File: config.mk
export PLATFORM = sky130hd
export DESIGN_NAME = mj_audio_port
export DESIGN_NICKNAME = d
export VERILOG_FILES = /design/src/rtl/mj_audio_port.sv
export SDC_FILE = /design/constraint.sdc
export NUM_CORES = 1
export LEC_CHECK = 0
export BUFFER_PORTS_ARGS = -buffer_cell sky130_fd_sc_hd__buf_2
export CORE_MARGIN = 1.5
export CORE_UTILIZATION = 50
export CTS_BUF_LIST = sky130_fd_sc_hd__clkbuf_4
export DETAILED_ROUTE_END_ITERATION = 8
export PLACE_DENSITY = 0.67
export REMOVE_ABC_BUFFERS = 1
export SLEW_MARGIN = 20
export SYNTH_ARGS = -nofsm -noshare
export SYNTH_HDL_FRONTEND = slang
export SYNTH_SLANG_ARGS = --single-unit
export TNS_END_PERCENT = 50
File: constraint.sdc
create_clock -name clk -period 12.85 [get_ports clk]
set_input_delay 1.9275 -clock clk [delete_from_list [all_inputs] [get_ports clk]]
set_output_delay 1.9275 -clock clk [all_outputs]
set_load 0.1 [all_outputs]
File: src/rtl/mj_audio_port.sv
module mj_audio_port #(
  parameter int WORD_W = 16,
  parameter int CNT_W  = 16,
  parameter int LO_PCT = 45,
  parameter int HI_PCT = 55
) (
  input  logic              clk,
  input  logic              rst_n,
  input  logic              bit_clk_in,
  input  logic              word_sel_in,
  input  logic              rx_data_in,
  input  logic              force_zero,
  input  logic [WORD_W-1:0] adc_left,
  input  logic [WORD_W-1:0] adc_right,
  output logic              adc_taken,
  output logic              tx_data_out,
  output logic [WORD_W-1:0] dac_left,
  output logic [WORD_W-1:0] dac_right,
  output logic              dac_valid,
  output logic              resync_req
);
  localparam int BIT_W = $clog2(WORD_W + 1);
  localparam int PW    = CNT_W + 8;

  logic [2:0] bck_s, ws_s, din_s;
  logic bck_rise, ws_rise, ws_fall, ws_edge, din;

  always_ff @(posedge clk) begin
    if (!rst_n) begin
      bck_s <= '0;
      ws_s  <= '0;
      din_s <= '0;
    end else begin
      bck_s <= {bck_s[1:0], bit_clk_in};
      ws_s  <= {ws_s[1:0], word_sel_in};
      din_s <= {din_s[1:0], rx_data_in};
    end
  end

  assign bck_rise = bck_s[1] & ~bck_s[2];
  assign ws_rise  = ws_s[1] & ~ws_s[2];
  assign ws_fall  = ~ws_s[1] & ws_s[2];
  assign ws_edge  = ws_rise | ws_fall;
  assign din      = din_s[1];

  logic [BIT_W-1:0]  cnt;
  logic [WORD_W-1:0] tx_sh, hold_r, rx_sh, rx_just, left_word;
  logic              have_left;

  assign rx_just = rx_sh << (BIT_W'(WORD_W) - cnt);

  always_ff @(posedge clk) begin
    if (!rst_n) begin
      cnt       <= BIT_W'(WORD_W);
      tx_sh     <= '0;
      hold_r    <= '0;
      rx_sh     <= '0;
      left_word <= '0;
      have_left <= 1'b0;
      dac_left  <= '0;
      dac_right <= '0;
      dac_valid <= 1'b0;
      adc_taken <= 1'b0;
    end else begin
      dac_valid <= 1'b0;
      adc_taken <= ws_rise;
      if (ws_edge) begin
        cnt   <= '0;
        rx_sh <= '0;
        if (ws_rise) begin
          tx_sh  <= adc_left;
          hold_r <= adc_right;
          if (have_left) begin
            dac_left  <= left_word;
            dac_right <= rx_just;
            dac_valid <= 1'b1;
          end
        end else begin
          tx_sh     <= hold_r;
          left_word <= rx_just;
          have_left <= 1'b1;
        end
      end else if (bck_rise) begin
        tx_sh <= {tx_sh[WORD_W-2:0], 1'b0};
        if (cnt < BIT_W'(WORD_W)) begin
          cnt   <= cnt + BIT_W'(1);
          rx_sh <= {rx_sh[WORD_W-2:0], din};
        end
      end
    end
  end

  always_ff @(posedge clk) begin
    if (!rst_n) tx_data_out <= 1'b0;
    else        tx_data_out <= tx_sh[WORD_W-1] & ~force_zero;
  end

  logic [CNT_W-1:0] run_cnt, hi_len;
  logic             seen_rise, hi_ok;
  logic [PW-1:0]    hi_x, period, lim_lo, lim_hi;
  logic             duty_bad;

  assign hi_x     = PW'(hi_len) * PW'(100);
  assign period   = PW'(hi_len) + PW'(run_cnt);
  assign lim_lo   = period * PW'(LO_PCT);
  assign lim_hi   = period * PW'(HI_PCT);
  assign duty_bad = (hi_x < lim_lo) || (hi_x > lim_hi);

  always_ff @(posedge clk) begin
    if (!rst_n) begin
      run_cnt    <= '0;
      hi_len     <= '0;
      seen_rise  <= 1'b0;
      hi_ok      <= 1'b0;
      resync_req <= 1'b0;
    end else begin
      resync_req <= ws_rise & hi_ok & duty_bad;
      if (ws_edge) begin
        run_cnt <= CNT_W'(1);
        if (ws_rise) seen_rise <= 1'b1;
        if (ws_fall) begin
          hi_len <= run_cnt;
          hi_ok  <= seen_rise;
        end
      end else if (run_cnt != '1) begin
        run_cnt <= run_cnt + CNT_W'(1);
      end
    end
  end

  a_r5_force_clears: assert property (@(posedge clk) disable iff (!rst_n)
    force_zero |=> !tx_data_out);
  a_r4_valid_one_cycle: assert property (@(posedge clk) disable iff (!rst_n)
    dac_valid |=> !dac_valid);
  a_r4_valid_at_frame: assert property (@(posedge clk) disable iff (!rst_n)
    dac_valid |-> $past(ws_rise));
  a_r6_taken_at_frame: assert property (@(posedge clk) disable iff (!rst_n)
    adc_taken |-> $past(ws_rise));
  a_r6_hold_stable: assert property (@(posedge clk) disable iff (!rst_n)
    !ws_rise |=> $stable(hold_r));
  a_r2_rx_frozen: assert property (@(posedge clk) disable iff (!rst_n)
    (cnt == BIT_W'(WORD_W) && !ws_edge) |=> $stable(rx_sh));
  a_r7_req_at_frame: assert property (@(posedge clk) disable iff (!rst_n)
    resync_req |-> $past(ws_rise));
  a_r7_req_one_cycle: assert property (@(posedge clk) disable iff (!rst_n)
    resync_req |=> !resync_req);
endmodule

== Word-level counts from Yosys, hierarchy flattened ==
Index checks and enable logic that the tools add are counted.
W data, S select, Z words.

* Add/sub/neg operators: 4
* Multiply operators: 3
* Magnitude comparators: 3
* Equal/unequal tests: 1
* Shift operators: 1
* Multiplexer cells: 9
* Bitwise gates (word level): 13
* Reduce and logical (&&, ||, !) cells: 12

{| class="wikitable"
|+ Operator list
! cell !! count
|-
| $mux W16 || 3
|-
| $mul A17 B6 Y23 const B || 2
|-
| $gt A23 B23 Y1 || 1
|-
| $lt A23 B23 Y1 || 1
|-
| $mul A16 B5 Y21 const B || 1
|-
| $add A16 B16 Y17 || 1
|-
| $add A16 B1 Y16 const B || 1
|-
| $ne A16 B16 Y1 const B || 1
|-
| $shl A16 B5 Y16 || 1
|-
| $mux W5 || 3
|-
| $reduce_and A2 Y1 || 5
|-
| $and A1 B1 Y1 || 6
|-
| $not A1 Y1 || 6
|-
| $reduce_and A3 Y1 || 2
|-
| $reduce_bool A2 Y1 || 3
|-
| $add A5 B1 Y5 const B || 1
|-
| $lt A5 B5 Y1 const B || 1
|-
| $sub A5 B5 Y5 const A || 1
|-
| $mux W1 || 3
|-
| $reduce_or A2 Y1 || 1
|-
| $logic_or A1 B1 Y1 || 1
|-
| $or A1 B1 Y1 || 1
|}

* Bits in registers: 148
* Bits of input ports: 38
* Word-level logic and storage cells: 67

== Logic depth before layout (Yosys ltp) ==
Gate-level depths: netlist (run 1).

* Depth in word-level cells: 5
* Gate-level depth with buffers: 31
* Gate-level depth less buffers: 31

== Worst setup path before layout (run 1) ==
OpenSTA, ideal clock, no wires.

* Path type: reg2reg
* Start point: reg hi_len[0]
* End point: reg resync_req
* Arrival: 6.394 ns
* Required time: 12.723 ns
* Slack: 6.329 ns
* Stages on the path, launching flop included: 30
* Cell sequence: dfxtp_1 > ha_1 > inv_1 > fa_1 > nor2b_1 > o21ai_1 > a21oi_1 > o21a_1 > a22oi_1 > a21oi_1 > xnor2_1 > fa_1 > fa_1 > inv_1 > fa_1 > inv_1 > ha_1 > a21oi_1 > nor2b_1 > a311o_1 > a21oi_1 > a21bo_2 > o311a_1 > ha_1 > a21o_1 > a21o_1 > a21oi_1 > o221ai_1 > a21oi_1 > o32ai_1

* Word-level cells in the longest chain between the ends: 5
* Elaborated cells on any way between the ends: 8
* Classes of those cells: add/sub: 1; mul: 3; order compare: 2; bitwise: 1; reduce/logical: 1

{| class="wikitable"
|+ RTL lines
! what !! line !! text
|-
| from (decl) || 98 || <nowiki>logic [CNT_W-1:0] run_cnt, hi_len;</nowiki>
|-
| from (signal assigned) || 122 || <nowiki>hi_len <= run_cnt;</nowiki>
|-
| $add A16 B16 Y17 || 104 || <nowiki>assign period = PW'(hi_len) + PW'(run_cnt);</nowiki>
|-
| $mul A17 B6 Y23, on equally long branches || 105, 106 ||
|-
| $lt A23 B23 Y1 / $gt A23 B23 Y1 (equally long branches) || 107 || <nowiki>assign duty_bad = (hi_x < lim_lo) || (hi_x > lim_hi);</nowiki>
|-
| $logic_or A1 B1 Y1 (*) || 107 ||
|-
| $and A1 B1 Y1 (*) || 117 || <nowiki>resync_req <= ws_rise & hi_ok & duty_bad;</nowiki>
|-
| to (signal assigned) || 117 ||
|-
| to (decl) || 20 || <nowiki>output logic resync_req</nowiki>
|}

Mark *: on every way between the ends. The rest lies on a longest branch, timed or not.
A chain may end at the register's enable or synchronous reset.

== Worst setup path after layout (run 1) ==
* Start point: reg hi_len[1]
* End point: reg resync_req

Same word-level chain as after synthesis.

==> results of run 1 <==
per-layer routing:
| metal | routed length (um) | vias up | GRT usage [%] |
|---|---|---|---|
| met5 | 0 | - | 0 |
| met4 | 177 | 0 | 3.24 |
| met3 | 967 | 15 | 2.95 |
| met2 | 13800 | 159 | 34.7 |
| met1 | 15800 | 5248 | 31.0 |
| li1 | - | 5718 | - |
synthesized netlist by cell type (23+ instances only):
library cell	count	area share (%)
ha_1	206	18
mux2i_1	68	4.8
a21boi_0	23	1.2
nor2_1	77	2.0
xor2_1	38	2.3
nand2_1	170	4.5
o21ai_0	28	0.99
inv_1	228	6.0
nor2b_1	75	3.3
clkbuf_1	40	1.1
fa_1	78	11
a21oi_1	138	4.9
xnor2_1	39	2.4
a21o_1	37	2.0
nor3_1	31	1.1
dfxtp_1	148	21
cells by family (layout without fill, tap and decap cells):
| logic type | count (synthesis) | after routing |
|---|---|---|
| other | 0 | 2 |
| AOI/OAI and AO/OA | 341 | 341 |
| xor gates and xnor gates | 78 | 78 |
| buffers and inverters | 285 | 338 |
| adders and majority gates | 284 | 284 |
| and+or+nand+nor | 458 | 458 |
| muxes | 78 | 78 |
| DFF | 148 | 148 |
where the power goes:
part / switching (mW) / total, mW / internal (mW)
Sequential: 0.00494 / 0.472 / 0.467
Combinational: 0.0644 / 0.108 / 0.0437
Clock: 0.189 / 0.310 / 0.121
Total: 0.258 / 0.890 / 0.632
worst register-to-register path: stages (launching register included):
cell and delay (ps):
dfxtp_1 510, ha_1 310, a21o_1 190, a21oi_1 270, o21ai_0 200, a21o_1 210, a21o_1 180, xor2_1 450
inv_1 200, fa_1 570, inv_1 50, fa_1 480, inv_1 60, fa_1 530, inv_1 40, ha_1 220
a2111oi_0 750, a211o_1 310, o21ai_1 90, and2_1 180, a211oi_1 270, ha_1 190, nand4_1 100, nor2_1 160
nand2_1 90, o221ai_1 200, a21oi_1 60, o32ai_1 240
registers in the layout (all words and copies together) (netlist names), 2 cells and up:
signal / count
bck_s: 3
cnt: 5
dac_left: 16
dac_right: 16
din_s: 2
hi_len: 16
hold_r: 16
left_word: 16
run_cnt: 16
rx_sh: 16
tx_sh: 16
ws_s: 3
through the flow:
step | hold WS, ps | setup WS, ps | total power [mW]
2_1_floorplan | 412 | 6320 | 0.554
3_3_place_gp | 414 | 5880 | 0.587
3_5_place_dp | 424 | 5740 | 0.590
4_1_cts | 450 | 5760 | 0.900
5_1_grt | 475 | 5230 | 0.931
6_report | 445 | 5740 | 0.890
area by class of cell:
type	instances	area, um^2
fillers	2662	12700
well taps	378	473
clock inverters	14	166
multi-input cells	1239	10100
inverters	230	863
repair buffers	77	395
clock buffers	17	128
diodes	2	5.00
flip-flops and latches	148	2960
path summary, 6_finish.rpt:
| path | endpoint | slack, ps | cells past startpoint | from |
|---|---|---|---|---|
| worst max register to register | resync_req | 5740 | 27 | hi_len[1] |
| worst min-delay path | rx_sh[0] | 450 | 2 | din_s[1] |
| worst min register to register | rx_sh[0] | 450 | 2 | din_s[1] |
| worst max-delay path | resync_req | 5740 | 27 | hi_len[1] |
==> reports/metrics.csv, run 1 <==
stage,metric,value,unit
status,status,completed,
cts,clockRootBuffer,clkbuf_4,
worst_setup_path,worstPathRequired,13350,ps
cts,cts_buffers,17,
route,avgViaCountPerCell,5.29,
timing,period_share,55.3,%
route,routed_wl,30700,um
logic_synthesis,yosys.area_share.xor_xnor,4.87,%
cells_and_area,area_growth,6.81,%
worst_setup_path,crit_path_start_kind,flip-flop,
route,num_vias,11100,
route,wire_per_inst,14.6,um
worst_setup_path,cpPeakStageDelay,750,ps
global_routing,track_usage,21.5,%
worst_setup_path,critPathArrivalTime,7600,ps
global_routing,grt_max_degree,114,
power_and_ir_drop,ir_worst_vdd,85.5,uV
logic_synthesis,syn_avg_cell_area,8.48,um^2
floorplan,die_area,0.0294,mm^2
timing,hold_viol_final,0,
worst_hold_path,hold_path_class,flip-flop to flip-flop,
logic_synthesis,synth_compound_area_share,15.9,%
worst_setup_path,crit_path_max_fanout,7,
route,drt-initial-drc-count,567,
cts,cts.sinks,148,
cts,htreeDepth,4,
cells_and_area,finalNonFillerCells,2105,
timing,relSlewSlack,33.2,%
cts,cts_tree,yes,
floorplan,die_w,171,um
power_and_ir_drop,power_density,58.8,mW/mm^2
worst_setup_path,cpMaxStageDelayCell,a2111oi_0,
timing,setup_viol,0,
timing,finalCriticalPeriod,7110,ps
placement,gp_congestion,0.837,
cells_and_area,finish.utilization,54.4,%
global_routing,grt_pass1_wl,50900,um
cells_and_area,postLayoutCellArea,0.0151,mm^2
job,maxCapViolCount,0,
logic_synthesis,synth_top_family_by_area,adder cells,
logic_synthesis,synth_adder_area_share,29.2,%
timing,maxSlewViolCount,0,
global_routing,grt_overflow,0,
worst_setup_path,path_delay_family,compound AO/OA/AOI/OAI gates,
worst_setup_path,crit_buf_inv,4,
global_routing,antenna_found_initial,1,
timing,fin_skew,49.7,ps
floorplan,placeableCoreArea,0.0279,mm^2
timing,tightestPinTransition,997,ps
cts,insertion_delay,570,ps
floorplan,row_count,61,
power_and_ir_drop,leakage,7.38,nW
placement,placed_cells,2072,
timing,tns,0,ps
floorplan,die_h,171,um
worst_setup_path,cp_common_cell,inv_1,
placement,place_hpwl,24600,um
logic_synthesis,ys_seq_area_share,20.9,%
cells_and_area,mostFrequentLayoutCell,inv_1,
route,ant_nets,0,
logic_synthesis,yosys.area_share.simple,15.7,%
global_routing,grt_pass1_vias,10500,
cts,cts_hold_buffers,0,
logic_synthesis,synth_edf_count,0,
floorplan,pin_count,74,
placement,io_buffers,73,
timing,fmax,141,MHz
logic_synthesis,synth-seq-cells,148,
cells_and_area,drive_gt1_share,8.52,%
logic_synthesis,synth_mux_area_share,5.75,%
placement,placedInstanceArea,0.0148,mm^2
timing,grt_setup_unrepaired,no,
cts,cts_setup_buffers,0,
logic_synthesis,synthFlopType,dfxtp_1,
cts,cts.reportedPaths.clkPinSlew,180,ps
logic_synthesis,synth_cells,1672,
floorplan,initial_utilization,50.9,%
route,drc,0,
logic_synthesis,synthesis.area,0.0142,mm^2
cts,cts_max_path_buffers,2,
cells_and_area,fin_nets,2035,
logic_synthesis,ys_types,75,
logic_synthesis,yosysWarningCount,0,
logic_synthesis,async_flop_share,0,%
worst_setup_path,criticalPathCategory,flip-flop to flip-flop,
cts,cts-resized-gates,0,
cells_and_area,mostFrequentLayoutCells,"inv_1 (228), ha_1 (204), nand2_1 (168)",
worst_setup_path,cp-end-kind,flip-flop,
route,dr.pass1.iters,4,
(Power assumes the default switching activity.)
==> inputs of run 2 (changes only) <==
==> constraint.sdc (replaced) <==
create_clock -name clk -period 7.25 [get_ports clk]
set_input_delay 1.0875 -clock clk [delete_from_list [all_inputs] [get_ports clk]]
set_output_delay 1.0875 -clock clk [all_outputs]
set_load 0.1 [all_outputs]
==> reports/metrics.csv, run 2 (synthesis gave the netlist of run 1 again) <==
stage,metric,value,unit
status,status,completed,
placement,io_buffers,73,
floorplan,pin_count,74,
timing,grt_setup_unrepaired,no,
global_routing,grt_max_degree,62,
timing,hold_viol_final,0,
worst_setup_path,worstPathRequired,7750,ps
floorplan,row_count,61,
cts,cts_buffers,17,
timing,maxSlewViolCount,0,
power_and_ir_drop,ir_worst_vdd,128,uV
cts,htreeDepth,4,
cells_and_area,mostFrequentLayoutCell,inv_1,
floorplan,placeableCoreArea,0.0279,mm^2
timing,setup_viol,0,
worst_setup_path,critPathLaunch,run_cnt[7],
global_routing,grt_pass1_vias,10600,
timing,tightestPinTransition,1070,ps
power_and_ir_drop,power_density,103,mW/mm^2
worst_setup_path,critPathArrivalTime,7360,ps
placement,placed_cells,2079,
cts,cts_tree,yes,
cells_and_area,drive_gt1_share,9.80,%
cts,cts_max_path_buffers,2,
worst_setup_path,reg2reg_from,run_cnt[7],
route,num_vias,11300,
route,wire_per_inst,14.6,um
timing,tns,0,ps
worst_setup_path,crit_path_max_fanout,8,
worst_hold_path,hold_path_class,flip-flop to flip-flop,
cts,cts.reportedPaths.clkPinSlew,180,ps
worst_setup_path,r2r_setup_slack,390,ps
route,dr.pass1.iters,8,
cells_and_area,postLayoutCellArea,0.0153,mm^2
cells_and_area,mostFrequentLayoutCells,"inv_1 (228), ha_1 (203), nand2_1 (169)",
power_and_ir_drop,p_seq_share,53.0,%
timing,fin_skew,50.6,ps
timing,period_share,94.6,%
power_and_ir_drop,leakage,7.45,nW
global_routing,grt_pass1_wl,51100,um
power_and_ir_drop,power.switching,0.456,mW
power_and_ir_drop,combPwrFrac,12.3,%
floorplan,die_h,171,um
worst_setup_path,crit_path_start_kind,flip-flop,
route,drt-initial-drc-count,542,
global_routing,grt_overflow,0,
route,routed_wl,30900,um
global_routing,antenna_found_initial,1,
power_and_ir_drop,internal_power,1.12,mW
job,maxCapViolCount,0,
cts,clockRootBuffer,clkbuf_4,
cells_and_area,fin_nets,2045,
timing,finalCriticalPeriod,6860,ps
floorplan,initial_utilization,50.9,%
worst_setup_path,criticalPathCategory,flip-flop to flip-flop,
route,avgViaCountPerCell,5.34,
power_and_ir_drop,swShare,28.9,%
floorplan,die_w,171,um
route,ant_nets,0,
cts,insertion_delay,570,ps
cells_and_area,area_growth,7.68,%
placement,placedInstanceArea,0.0149,mm^2
worst_setup_path,cp-end-kind,flip-flop,
placement,gp_congestion,0.872,
cts,cts.sinks,148,
timing,fmax,146,MHz
placement,place_hpwl,24800,um
route,drc,0,
power_and_ir_drop,clockPowerShare,34.8,%
cells_and_area,finalNonFillerCells,2114,
global_routing,track_usage,21.6,%
worst_hold_path,hold_path_startpoint,left_word[6],
floorplan,die_area,0.0294,mm^2
timing,relSlewSlack,28.2,%
## run 2: cell types whose count changed in the layout (fill, tap and decap cells not counted), moves of 2 or more
| cell | previous run | this run |
|---|---|---|
| buf_4 | 4 | 14 |
| dfxtp_1 | 148 | 141 |
| dfxtp_2 | 0 | 7 |
| a21oi_1 | 138 | 135 |
| a21oi_2 | 0 | 3 |
| xnor2_1 | 38 | 35 |
| clkinv_4 | 2 | 4 |
| xnor2_2 | 1 | 4 |
## run 2: metal layers
layer,share of wire (%),global-route usage (%)
met4,1.5,5.07
met2,44,33.9
met3,3.5,2.42
met1,51,31.5
met5,0,0
## run 2: worst paths after layout
path | end | cells after the start
hold reg to reg | dac_left[6] | 2
hold / removal | dac_left[6] | 2
setup reg to reg | resync_req | 27
setup / recovery | resync_req | 27
## run 2: what timing repair did
action | CTS | global route
buffers inserted | 0 | 3
hold endpoints to repair | 0 | 0
hold buffers | 0 | 0
resized for setup | 0 | 15
setup endpoints to repair | 0 | 1
## run 2: cell type report
| cell class | count | area [um^2] |
|---|---|---|
| fillers | 2610 | 12600 |
| multi-input cells | 1239 | 10200 |
| flip-flops and latches | 148 | 2970 |
| inverters | 230 | 863 |
| well taps | 378 | 473 |
| repair buffers | 87 | 470 |
| clock inverters | 14 | 173 |
| clock buffers | 17 | 128 |
| diodes | 1 | 2.50 |
## run 2: worst max-delay path: stages (launching register included)
cell	delay, ps
dfxtp_1	480
ha_1	360
a21oi_1	220
a31oi_1	110
a31oi_1	280
o2bb2ai_2	310
nand3_1	230
o311ai_4	190
inv_1	130
fa_1	530
inv_1	50
fa_1	470
inv_1	50
fa_1	520
inv_1	40
ha_1	360
nor2b_1	180
a311o_1	360
a21oi_1	130
a21bo_2	270
o311a_1	350
ha_1	300
nand4_1	120
nor2_1	170
nand2_1	90
o221ai_1	210
a21oi_1	60
o32ai_1	250
## run 2: metrics by stage
step | setup slack, ps | power [mW] | utilization, % | hold WS (ps)
2_1_floorplan | 722 | 0.982 | - | 412
3_3_place_gp | 320 | 1.04 | 53.4 | 416
3_5_place_dp | 56.6 | 1.05 | 53.4 | 422
4_1_cts | 63.0 | 1.59 | 54.5 | 451
5_1_grt | 29.9 | 1.66 | 54.8 | 473
6_report | 390 | 1.58 | 54.8 | 450
## run 2: power groups by stage
| stage | logic (mW) | clock network (mW) | registers, mW |
|---|---|---|---|
| 3_3_place_gp | 0.188 | 0 | 0.853 |
| 5_1_grt | 0.219 | 0.601 | 0.838 |
| 6_report | 0.193 | 0.548 | 0.835 |
| 4_1_cts | 0.194 | 0.562 | 0.836 |
| 3_5_place_dp | 0.192 | 0 | 0.853 |
| 2_1_floorplan | 0.129 | 0 | 0.853 |
==> inputs of run 3 (changes only) <==
--- a/config.mk
+++ b/config.mk
@@ -5,6 +5,7 @@
 export SDC_FILE = /design/constraint.sdc
 export NUM_CORES = 1
 export LEC_CHECK = 0
+export ABC_AREA = 1
 export BUFFER_PORTS_ARGS = -buffer_cell sky130_fd_sc_hd__buf_2
 export CORE_MARGIN = 1.5
 export CORE_UTILIZATION = 50
==> reports/metrics.csv, run 3 <==
stage,metric,value,unit
status,status,completed,
logic_synthesis,synth_top_family_by_area,adder cells,
cells_and_area,finish.utilization,54.2,%
power_and_ir_drop,internal_power,1.35,mW
worst_setup_path,critPathArrivalTime,7040,ps
worst_setup_path,worstPathRequired,7750,ps
worst_setup_path,r2r_end,resync_req,
route,avgViaCountPerCell,5.12,
cells_and_area,mostFrequentLayoutCells,"nand2_1 (537), inv_1 (382), ha_1 (205)",
logic_synthesis,yosys.area_share.simple,24.3,%
logic_synthesis,yosys-top-cells-count,"nand2_1 (537), inv_1 (382), ha_1 (206), nor2_1 (173), a21oi_1 (151)",
worst_hold_path,hold_path_class,flip-flop to flip-flop,
worst_hold_path,hold_path_startpoint,bck_s[1],
route,wire_per_inst,14.8,um
cells_and_area,finalNonFillerCells,2554,
worst_setup_path,crit_path_start_kind,flip-flop,
cts,clockRootBuffer,clkbuf_4,
power_and_ir_drop,power.switching,0.752,mW
worst_setup_path,reg2reg_depth,33,
power_and_ir_drop,leakage,8.51,nW
logic_synthesis,ys_seq_area_share,20.3,%
route,num_vias,13100,
worst_setup_path,reg2reg_from,hi_len[0],
worst_hold_path,min_to,bck_s[2],
worst_setup_path,crit_path_max_fanout,6,
timing,hold_viol_final,0,
logic_synthesis,synth_edf_count,0,
logic_synthesis,yosysWarningCount,0,
logic_synthesis,synth.most_common_cell,nand2_1,
global_routing,grt_pass1_wl,62100,um
placement,io_buffers,73,
cts,cts-resized-gates,0,
worst_setup_path,cpPeakStageDelay,640,ps
placement,place_hpwl,31100,um
power_and_ir_drop,swShare,35.9,%
global_routing,grt_max_degree,68,
floorplan,pin_count,74,
logic_synthesis,ys_top_cells_by_area,"dfxtp_1 (20%), ha_1 (18%), nand2_1 (14%)",
global_routing,antenna_found_initial,0,
timing,period_share,90.2,%
power_and_ir_drop,p_seq_share,40.4,%
cells_and_area,antenna_cells,0,
logic_synthesis,async_flop_share,0,%
floorplan,initial_utilization,50.7,%
power_and_ir_drop,total_power,2.10,mW
route,dr.pass1.iters,5,
logic_synthesis,synth_compound_area_share,12.1,%
worst_setup_path,cpMaxStageDelayCell,xor2_1,
worst_hold_path,whs_path_depth,2,
logic_synthesis,syn_avg_cell_area,6.91,um^2
power_and_ir_drop,power_density,135,mW/mm^2
logic_synthesis,synthFlopType,dfxtp_1,
placement,place_ws,772,ps
worst_setup_path,criticalPathCategory,flip-flop to flip-flop,
timing,fin_skew,26.1,ps
worst_setup_path,cp-end-kind,flip-flop,
global_routing,track_usage,25.2,%
timing,relSlewSlack,33.5,%
timing,maxSlewViolCount,0,
logic_synthesis,synthesis.area,0.0146,mm^2
logic_synthesis,synth-seq-cells,148,
cells_and_area,mostFrequentLayoutCell,nand2_1,
cells_and_area,area_growth,6.85,%
cts,htreeDepth,4,
floorplan,die_area,0.0302,mm^2
timing,setup_viol,0,
cts,cts_buffers,17,
worst_setup_path,cp_common_cell,nand2_1,
route,ant_nets,0,
route,routed_wl,37700,um
route,drc,0,
timing,fmax,153,MHz
cts,cts_hold_buffers,0,
global_routing,grt_pass1_vias,13000,
cts,cts_setup_buffers,0,
power_and_ir_drop,combPwrFrac,31.1,%
placement,placed_cells,2522,
logic_synthesis,synth_top_area_share,20.3,%
timing,tns,0,ps
cts,cts_tree,yes,
cells_and_area,drive_gt1_share,6.04,%
cts,cts.reportedPaths.clkPinSlew,140,ps
power_and_ir_drop,clockPowerShare,28.4,%
floorplan,die_w,174,um
cts,insertion_delay,560,ps
logic_synthesis,yosys.area_share.xor_xnor,3.21,%
logic_synthesis,synth_top_area_cell,dfxtp_1,
placement,gp_congestion,0.932,
timing,tightestPinTransition,997,ps
cts,cts_max_path_buffers,2,
cts,cts.sinks,148,
floorplan,die_h,174,um
floorplan,row_count,62,
timing,fin_ws,713,ps
cells_and_area,fin_nets,2479,
job,maxCapViolCount,0,
logic_synthesis,synth_mux_area_share,0.0687,%
global_routing,grt_overflow,0,
logic_synthesis,synth_cells,2108,
logic_synthesis,ys_types,41,
logic_synthesis,synth_adder_area_share,28.4,%
route,drt-initial-drc-count,617,
timing,finalCriticalPeriod,6540,ps
power_and_ir_drop,ir_worst_vdd,125,uV
worst_setup_path,r2r_setup_slack,710,ps
floorplan,placeableCoreArea,0.0287,mm^2
timing,grt_setup_unrepaired,no,
-- run 3: changes by cell type after synthesis, moves of 75 or more --
cell,change
nor2_1,+96
nand3_1,+79
nor2b_1,-75
nand2_1,+367
o21ai_0,+77
inv_1,+154
-- run 3: worst max-delay path, delay by kind of cell (launching register included) --
kind / cells / cell delay (ps)
XOR/XNOR: 1 / 640
flip-flops: 1 / 460
AO/OA/AOI/OAI: 2 / 280
buffers and inverters: 6 / 550
AND/OR/NAND/NOR: 17 / 1760
adder cells (fa/ha/maj): 7 / 2800
-- run 3: metal layers --
layer | global-route usage [%] | share of wire [%] | up-vias
met1 | 30.3 | 44 | 5973
li1 | - | - | 6770
met3 | 2.68 | 3.4 | 64
met2 | 46.8 | 50 | 282
met5 | 0 | 0 | -
met4 | 8.23 | 2.8 | 0
-- run 3: how the worst max path moves through the flow --
stage	startpoint	endpoint	slack, ps	depth (start not counted)
finish	hi_len[0]	resync_req	710	33
floorplan	hi_len[0]	resync_req	1750	31
detailed placement	hi_len[0]	resync_req	770	31
CTS	hi_len[0]	resync_req	770	33
global placement	hi_len[0]	resync_req	850	31
global route	hi_len[0]	resync_req	180	33
-- run 3: kinds of logic (layout without fill, tap and decap cells) --
group	Yosys count	count (layout)
buf+inv	436	498
simple gates	866	866
flops	148	148
fa+ha+maj	284	284
mux	1	1
xor+xnor	51	51
compound gates	322	322
-- run 3: final cells by class --
class | count | area [um^2]
Clock buffer | 18 | 135
Clock inverter | 14 | 201
Tap cell | 384 | 480
Sequential cell | 148 | 2960
Timing Repair Buffer | 78 | 403
Inverter | 388 | 1460
Fill cell | 2930 | 13100
Multi-Input combinational cell | 1524 | 9930
-- run 3: power groups by stage --
stage	Sequential [mW]	Clock (mW)	Combinational (mW)
CTS	0.848	0.612	0.655
global route	0.851	0.650	0.747
finish	0.848	0.597	0.653
global placement	0.865	0	0.642
floorplan	0.872	0	0.458
detailed placement	0.866	0	0.649
-- run 3: stage by stage --
stage	hold slack, ps	area (um^2)
after floorplan	390	14300
after global placement	394	15200
after detailed placement	401	15200
after CTS	415	15600
after global routing	458	15600
final	412	15600
